**config.mk**
```make
export PLATFORM = sky130hd
export DESIGN_NAME = irq_mask_router
export DESIGN_NICKNAME = d
export VERILOG_FILES = /design/src/rtl/irqr_pkg.sv /design/src/rtl/irqr_mask_bank.sv /design/src/rtl/irqr_irq_merge.sv /design/src/rtl/irqr_read_port.sv /design/src/rtl/irq_mask_router.sv
export SDC_FILE = /design/constraint.sdc
export NUM_CORES = 1
export LEC_CHECK = 0
export ABC_AREA = 1
export CORE_MARGIN = 2
export CORE_UTILIZATION = 42
export DETAILED_ROUTE_END_ITERATION = 6
export PLACE_DENSITY_LB_ADDON = 0.12
export SYNTH_ARGS = -nofsm -noshare
export SYNTH_HDL_FRONTEND = slang
export SYNTH_SLANG_ARGS = --single-unit
```
**constraint.sdc**
```tcl
create_clock -name clk -period 1.35 [get_ports clk]
set_input_delay 0.27 -clock clk [delete_from_list [all_inputs] [get_ports clk]]
set_output_delay 0.27 -clock clk [all_outputs]
set_load 0.02 [all_outputs]
```
**src/rtl/irqr_pkg.sv**
```systemverilog
package irqr_pkg;
  // register codes carried in the upper three address bits
  typedef enum logic [2:0] {
    FN_TMASK = 3'd0,
    FN_TSET  = 3'd1,
    FN_TCLR  = 3'd2,
    FN_TACT  = 3'd3,
    FN_HMASK = 3'd4
  } reg_fn_e;

  localparam int FN_W = 3;
endpackage

```
**src/rtl/irqr_mask_bank.sv**
```systemverilog
module irqr_mask_bank
  import irqr_pkg::*;
#(
  parameter int N_TMR = 8,
  parameter int N_HW  = 8
) (
  input  logic             clk,
  input  logic             rst,
  input  logic             wr_sel,
  input  logic [FN_W-1:0]  fn,
  input  logic [N_TMR-1:0] wt,
  input  logic [N_HW-1:0]  wh,
  output logic [N_TMR-1:0] tmask,
  output logic [N_HW-1:0]  hmask
);

  always_ff @(posedge clk) begin
    if (rst) begin
      tmask <= '0;
      hmask <= '0;
    end else if (wr_sel) begin
      case (fn)
        FN_TMASK: tmask <= wt;
        FN_TSET:  tmask <= tmask | wt;
        FN_TCLR:  tmask <= tmask & ~wt;
        FN_HMASK: hmask <= wh;
        default:  ;
      endcase
    end
  end

  p_reset_clear_r1: assert property (@(posedge clk)
    rst |=> (tmask == '0 && hmask == '0));

  p_set_keeps_bits_r3: assert property (@(posedge clk) disable iff (rst)
    (wr_sel && fn == FN_TSET) |=> ((tmask & $past(tmask)) == $past(tmask)));

  p_clear_adds_none_r4: assert property (@(posedge clk) disable iff (rst)
    (wr_sel && fn == FN_TCLR) |=> ((tmask & ~$past(tmask)) == '0));

  p_hw_write_isolated_r7: assert property (@(posedge clk) disable iff (rst)
    (wr_sel && fn == FN_HMASK) |=> $stable(tmask));

  p_idle_holds_r9: assert property (@(posedge clk) disable iff (rst)
    !wr_sel |=> ($stable(tmask) && $stable(hmask)));

endmodule

```
**src/rtl/irqr_irq_merge.sv**
```systemverilog
module irqr_irq_merge #(
  parameter int N_TMR = 8,
  parameter int N_HW  = 8,
  parameter int N_OUT = 4
) (
  input  logic                        clk,
  input  logic                        rst,
  input  logic [N_TMR-1:0]            tmr_stat,
  input  logic [N_HW-1:0]             hw_irq,
  input  logic [N_OUT-1:0][N_TMR-1:0] tmask_all,
  input  logic [N_OUT-1:0][N_HW-1:0]  hmask_all,
  output logic [N_OUT-1:0]            irq
);

  for (genvar k = 0; k < N_OUT; k++) begin : g_line
    logic t_hit, h_hit;
    assign t_hit  = |(tmr_stat & tmask_all[k]);
    assign h_hit  = |(hw_irq & hmask_all[k]);
    assign irq[k] = t_hit | h_hit;

    p_quiet_when_masked_r8: assert property (@(posedge clk) disable iff (rst)
      (tmask_all[k] == '0 && hmask_all[k] == '0) |-> !irq[k]);

    p_hw_source_seen_r8: assert property (@(posedge clk) disable iff (rst)
      ((hw_irq & hmask_all[k]) != '0) |-> irq[k]);
  end

endmodule

```
**src/rtl/irqr_read_port.sv**
```systemverilog
module irqr_read_port
  import irqr_pkg::*;
#(
  parameter int N_TMR  = 8,
  parameter int N_HW   = 8,
  parameter int N_OUT  = 4,
  parameter int DATA_W = 32,
  parameter int IDX_W  = 2
) (
  input  logic                        clk,
  input  logic                        rst,
  input  logic                        rd_en,
  input  logic [FN_W-1:0]             fn,
  input  logic                        idx_ok,
  input  logic [IDX_W-1:0]            idx,
  input  logic [N_TMR-1:0]            tmr_stat,
  input  logic [N_OUT-1:0][N_TMR-1:0] tmask_all,
  input  logic [N_OUT-1:0][N_HW-1:0]  hmask_all,
  output logic [DATA_W-1:0]           rdata
);

  logic [DATA_W-1:0] sel;

  always_comb begin
    sel = '0;
    if (idx_ok) begin
      case (fn)
        FN_TMASK: sel = DATA_W'(tmask_all[idx]);
        FN_TACT:  sel = DATA_W'(tmr_stat & tmask_all[idx]);
        FN_HMASK: sel = DATA_W'(hmask_all[idx]);
        default:  sel = '0;
      endcase
    end
  end

  always_ff @(posedge clk) begin
    if (rst)        rdata <= '0;
    else if (rd_en) rdata <= sel;
    else            rdata <= '0;
  end

  p_alias_reads_zero_r5: assert property (@(posedge clk) disable iff (rst)
    (rd_en && (fn == FN_TSET || fn == FN_TCLR)) |=> (rdata == '0));

  p_idle_reads_zero_r10: assert property (@(posedge clk) disable iff (rst)
    !rd_en |=> (rdata == '0));

  p_bad_line_reads_zero_r10: assert property (@(posedge clk) disable iff (rst)
    (rd_en && !idx_ok) |=> (rdata == '0));

endmodule

```
**src/rtl/irq_mask_router.sv**
```systemverilog
module irq_mask_router
  import irqr_pkg::*;
#(
  parameter  int N_TMR  = 8,
  parameter  int N_HW   = 8,
  parameter  int N_OUT  = 4,
  parameter  int DATA_W = 32,
  localparam int IDX_W  = (N_OUT > 1) ? $clog2(N_OUT) : 1,
  localparam int ADDR_W = FN_W + IDX_W
) (
  input  logic              clk,
  input  logic              rst,
  input  logic              wr_en,
  input  logic              rd_en,
  input  logic [ADDR_W-1:0] addr,
  input  logic [DATA_W-1:0] wdata,
  output logic [DATA_W-1:0] rdata,
  input  logic [N_TMR-1:0]  tmr_stat,
  input  logic [N_HW-1:0]   hw_irq,
  output logic [N_OUT-1:0]  irq
);

  logic [FN_W-1:0]             fn;
  logic [IDX_W-1:0]            idx;
  logic                        idx_ok;
  logic [N_OUT-1:0][N_TMR-1:0] tmask_all;
  logic [N_OUT-1:0][N_HW-1:0]  hmask_all;
  logic                        unused_wdata;

  assign fn           = addr[ADDR_W-1 -: FN_W];
  assign idx          = addr[IDX_W-1:0];
  assign idx_ok       = (32'(idx) < N_OUT);
  assign unused_wdata = ^wdata;

  for (genvar k = 0; k < N_OUT; k++) begin : g_bank
    logic wr_sel;
    assign wr_sel = wr_en && idx_ok && (32'(idx) == k);

    irqr_mask_bank #(
      .N_TMR (N_TMR),
      .N_HW  (N_HW)
    ) u_bank (
      .clk    (clk),
      .rst    (rst),
      .wr_sel (wr_sel),
      .fn     (fn),
      .wt     (wdata[N_TMR-1:0]),
      .wh     (wdata[N_HW-1:0]),
      .tmask  (tmask_all[k]),
      .hmask  (hmask_all[k])
    );
  end

  irqr_irq_merge #(
    .N_TMR (N_TMR),
    .N_HW  (N_HW),
    .N_OUT (N_OUT)
  ) u_merge (
    .clk       (clk),
    .rst       (rst),
    .tmr_stat  (tmr_stat),
    .hw_irq    (hw_irq),
    .tmask_all (tmask_all),
    .hmask_all (hmask_all),
    .irq       (irq)
  );

  irqr_read_port #(
    .N_TMR  (N_TMR),
    .N_HW   (N_HW),
    .N_OUT  (N_OUT),
    .DATA_W (DATA_W),
    .IDX_W  (IDX_W)
  ) u_rd (
    .clk       (clk),
    .rst       (rst),
    .rd_en     (rd_en),
    .fn        (fn),
    .idx_ok    (idx_ok),
    .idx       (idx),
    .tmr_stat  (tmr_stat),
    .tmask_all (tmask_all),
    .hmask_all (hmask_all),
    .rdata     (rdata)
  );

  p_reset_quiet_r1: assert property (@(posedge clk)
    rst |=> (irq == '0));

endmodule

```
### After elaboration in Yosys (flattened, before gate mapping)

Index checks and enable logic that the tools add are counted.

* order comparisons: 1
* eq/ne operators: 7
* multiplexer cells: 9
* bitwise operators: 23
* reductions and logical operators: 24

Operators with widths (number)
* bitwise AND 8 bit: 13
* one-hot mux 32 bit (3 select lines): 1
* one-hot mux 8 bit (3 select lines): 4
* OR reduction 8 bit: 8
* binary-select mux 8 bit (select 2 bit): 2
* OR 8 bit: 4
* 2-to-1 mux 8 bit: 2
* AND reduction 2 bit: 8
* inverter 8 bit: 1
* equality test 3 x 2 -> 1 bit, second input constant: 2
* equality test 2 bit, second input constant: 2
* logical AND 1 bit: 4
* OR 1 bit: 4
* equality test 3 x 1 -> 1 bit, second input constant: 1
* equality test 3 bit, second input constant: 1
* zero test 3 bit: 1
* < comparator 2 x 3 -> 1 bit, second input constant: 1
* nonzero test 3 bit: 1
* equality test 2 x 1 -> 1 bit, second input constant: 1
* zero test 2 bit: 1
* OR reduction 2 bit: 1
* inverter 1 bit: 1

* register bits: 96
* word-level logic and storage cells: 73

### Longest topological paths before layout

* depth in word-level cells: 4
* depth in mapped cells: 9

### Hierarchy

From an unflattened synthesis, not the netlist that was laid out.

* cells, all modules: 829
* area, all modules: 4769.6 um2

By module, submodules not included
* irqr_mask_bank: instances 4, cells an instance 103, area an instance 708.2 um2, seq. area each 320.3 um2
* irqr_read_port: instances 1, cells an instance 268, area an instance 1367.6 um2, seq. area each 160.2 um2
* irqr_irq_merge: instances 1, cells an instance 140, area an instance 535.5 um2, seq. area each 0.0 um2
* irq_mask_router: instances 1, cells an instance 9, area an instance 33.8 um2, seq. area each 0.0 um2

### Worst setup path before layout

No wires, ideal clock.

* kind: input to register
* from: in addr[1]
* to: reg g_bank[2].u_bank.tmask[6]
* setup time: 117 ps
* arrival: 1156 ps
* path slack: 77 ps
* stages on the path: 9
* buffers on the path: 2
* path through: buf_4 inv_2 nor2_1 nand2_1 nor2_4 buf_6 nand2_1 nor2_1 nor2_1

* cells in the longest elaborated chain, start to end: 3

RTL lines
* from (decl): RTL line irq_mask_router.sv:15 `input logic [ADDR_W-1:0] addr,`
* equality test 2 bit: RTL line irq_mask_router.sv:37 `assign wr_sel = wr_en && idx_ok && (32'(idx) == k);`
* logical AND 1 bit: RTL line irq_mask_router.sv:37
* AND reduction 2 bit (no line)
* to (signal assigned): RTL line irqr_mask_bank.sv:23 `FN_TMASK: tmask <= wt;`
* to (signal assigned): RTL line irqr_mask_bank.sv:24 `FN_TSET: tmask <= tmask | wt;`
* to (signal assigned): RTL line irqr_mask_bank.sv:25 `FN_TCLR: tmask <= tmask & ~wt;`
* to (decl): RTL line irqr_mask_bank.sv:13 `output logic [N_TMR-1:0] tmask,`

Every way passes these cells.
A chain may end at the register's enable or synchronous reset.

### Final worst setup path

* from: reg g_bank[0].u_bank.tmask[4]
* to: out irq[0]

* cells in the longest elaborated chain, start to end: 3

RTL lines
* from (decl): RTL line irqr_mask_bank.sv:13
* from (signal assigned): RTL line irqr_mask_bank.sv:23
* from (signal assigned): RTL line irqr_mask_bank.sv:24
* from (signal assigned): RTL line irqr_mask_bank.sv:25
* bitwise AND 8 bit: RTL line irqr_irq_merge.sv:17 `assign t_hit = |(tmr_stat & tmask_all[k]);`
* OR reduction 8 bit: RTL line irqr_irq_merge.sv:17
* OR 1 bit: RTL line irqr_irq_merge.sv:19 `assign irq[k] = t_hit | h_hit;`
* to (decl): RTL line irq_mask_router.sv:20 `output logic [N_OUT-1:0] irq`

Every way passes these cells.

==> out/qor.yml <==
initialDrtViolationCount: 400
switching_share_of_power: 0.3272
place.gp.congestion: 0.9482
syn-instance-count: 768
ctsHtreeMaxLevel: 3
power.clock.fraction: 0.364
synthTopCellsByArea: "sky130_fd_sc_hd__dfxtp_1 (31%), sky130_fd_sc_hd__nand2_1 (23%), sky130_fd_sc_hd__nor2_1 (11%)"
rsz0062_at_grt: "true"
criticalPathCategory: "flop to primary output"
max-vdd-ir-drop_mv: 0.6850
routedWlPerCell_um: 16.58
r2r-end: "u_rd.rdata[3]$_SDFF_PP0_"
critical_path_peak_fanout: 2
power_after_layout_mw: 5.120
power_leakage_nw: 3.033
finalHoldViolCount: 0
numCtsBuffers: 9
drive_above_1_share: 0.2263
placementRows: 38
final_net_count: 971
start_util: 0.4279
power_frac_seq: 0.431
cts_tree: "done"
clock_insertion_delay_worst_skew_ps: 390
timing.final.setup_violations: 4
via_count_of_the_first_global_routing_pass: 5198
intPower_mw: 3.445
m2_gr_usage: 0.4836
violations: "setup timing"
critical_path.startpoint: "g_bank[0].u_bank.tmask[4]$_SDFFE_PP0P_"
ys_seq_elements: 72
globalRoute.busiestLayer: "met2"
diodes: 0
multiInputGateArea_mm2: 0.002848
use_met3: 0.05918
area.sequential_mm2: 0.001461
numPortBuffers: 44
yosysWarnings: 0
place.detailed.hpwl_um: 12950
total_wirelength_of_the_detailed_routed_design_um: 17560
worstReg2RegStart: "g_bank[1].u_bank.tmask[3]$_SDFFE_PP0P_"
die_x_um: 108.9
area_growth_syn_to_layout_pct: 35.84
startpoint_types: "flop"
max-clock-path-buffers: 2
place_area_mm2: 0.005988
clockRootBuffer: "sky130_fd_sc_hd__clkbuf_8"
postRouteAntennaNets: 0
antenna_found_initial: 0
globalRouteMet1Util: 0.4049
post_synth_instance_area_mm2: 0.004618
final_min_period_over_clock_period: 1.208
post-synth-top-area-cell: "sky130_fd_sc_hd__dfxtp_1"
timing.critical_path.to: "irq[0]"
hold_path_class: "primary input to flop"
via_per_instance_ratio: 5.407
grt.total_usage: 0.3064
critical_path_required_ps: 1080
routed-via-count: 5726
setup.worst_path.end_class: "primary output"
io_pins: 93
yosys.cell_types.count: 23
cellPowerDensity_mw_per_mm2: 816.2
post-synth-top-area-fraction: 0.3121
worst-endpoint-arrival_ps: 1360
final_worst_path_setup_slack_ps: -280.7
final_global_route_overflow_total: 0
maxCapViolCount: 0
grt_max_degree: 48
nFillCells: 1086
worst-r2r-cell-count: 7
power.share.combinational: 0.205
first_pass_iters: 5
timing.final.crit_period_ps: 1631
core_area_mm2: 0.01079
grt_pass1_wl_um: 27050
remaining_drc_errors: 0
maxClockFrequency_mhz: 613.2
ff2ff_setup_slack_ps: 190
switching_power_mw: 1.675
design_area_mm2: 0.006274
fp.dieArea_mm2: 0.01185
finClkSkew_ps: 5.990
synth-seq-area-share: 0.3121
cts.reportedPaths.clkPinSlew_ps: 90
die_y_um: 108.9
cts_num_sinks: 72
final-max-slew-violation-count: 0
run_status: "finished with violations"
synth.avg_cell_area_um2: 6.013
[cells in the mapped netlist (all sizes together)]
master	number
clkinv	1
nor2	148
a21oi	27
clkbuf	25
dfxtp	72
conb	1
nand2	283
o21ai	96
nor3	1
nand3	3
buf	42
inv	15
nand4	54
[worst min path at each step]
stage                                                 startpoint                                      to  slack [ps]  cells past startpoint
final                                                tmr_stat[4]                u_rd.rdata[4]$_SDFF_PP0_         510                      5
after global routing                                 tmr_stat[7]                u_rd.rdata[7]$_SDFF_PP0_         540                      5
after CTS                                            tmr_stat[4]                u_rd.rdata[4]$_SDFF_PP0_         490                      5
after global placement    g_bank[2].u_bank.hmask[2]$_SDFFE_PP0P_  g_bank[2].u_bank.hmask[2]$_SDFFE_PP0P_         590                      3
after detailed placement  g_bank[2].u_bank.hmask[2]$_SDFFE_PP0P_  g_bank[2].u_bank.hmask[2]$_SDFFE_PP0P_         590                      3
after floorplan           g_bank[2].u_bank.hmask[0]$_SDFFE_PP0P_  g_bank[2].u_bank.hmask[0]$_SDFFE_PP0P_         500                      2
[layout make-up]
type,instances,area share
Clock inverter,7,0.01256
Tap cell,140,0.02792
Timing Repair Buffer,179,0.2433
Clock buffer,9,0.01974
Sequential cell,72,0.2329
Multi-Input combinational cell,636,0.4539
Inverter,16,0.009573
[per-stage QoR]
stage / cells / setup TNS, ps / utilization / setup slack, ps / hold slack [ps]
2_1_floorplan: 791 / 0 / - / 77.18 / 498.9
3_3_place_gp: 1040 / -37440 / 0.5548 / -783.0 / 589.2
3_5_place_dp: 1040 / -38870 / 0.5548 / -800.6 / 594.6
4_1_cts: 1059 / -995.0 / 0.5771 / -286.4 / 494.7
5_1_grt: 1059 / -1130 / 0.5813 / -308.9 / 539.6
6_report: 1059 / -937.0 / 0.5813 / -280.7 / 510.6
[layout by cell type, fill, tap and decap left out, drive strengths merged, types with 17 or more instances in the layout]
| master | count |
|---|---|
| nand2 | 283 |
| dlygate4sd2 | 23 |
| inv | 17 |
| o21ai | 96 |
| nor2 | 148 |
| nand4 | 54 |
| dfxtp | 72 |
| conb | 24 |
| buf | 139 |
| a21oi | 27 |
[registers in the layout, summed over array words and instances (netlist names)]
signal               flops
g_bank.u_bank.hmask     32
u_rd.rdata               8
g_bank.u_bank.tmask     32
[timing repair]
item,in CTS,in global routing
pin swaps,13,10
hold buffers,0,0
buffers inserted,3,0
endpoints found under the setup margin,82,49
gates resized for setup,74,31
[critical path, stage by stage, from the launching register on]
cell	delay (ps)
sky130_fd_sc_hd__dfxtp_1	350
sky130_fd_sc_hd__nand2_1	70
sky130_fd_sc_hd__nand4_1	170
sky130_fd_sc_hd__nor2_2	180
sky130_fd_sc_hd__nand2_1	80
sky130_fd_sc_hd__buf_6	130
[power by group through the flow]
stage | logic (mW) | clock network (mW) | registers, mW
floorplan | 0.547 | 0 | 2.25
global placement | 1.01 | 0 | 2.25
detailed placement | 1.02 | 0 | 2.25
CTS | 1.02 | 1.89 | 2.20
global route | 1.13 | 1.96 | 2.21
finish | 1.05 | 1.86 | 2.21
[cell families after synthesis]
kind of cell	share of synthesized area
and+or+nand+nor	0.4519
buffers and inverters	0.1019
AOI/OAI and AO/OA	0.1333
other	0.0008120
DFF	0.3121
[per-layer routing]
metal  share of wire  wire, µm
met1            0.44      7684
met4           0.029       515
met2            0.45      7858
met5               0         0
met3           0.085      1500
Note: power is estimated with default switching activity, not from simulation.
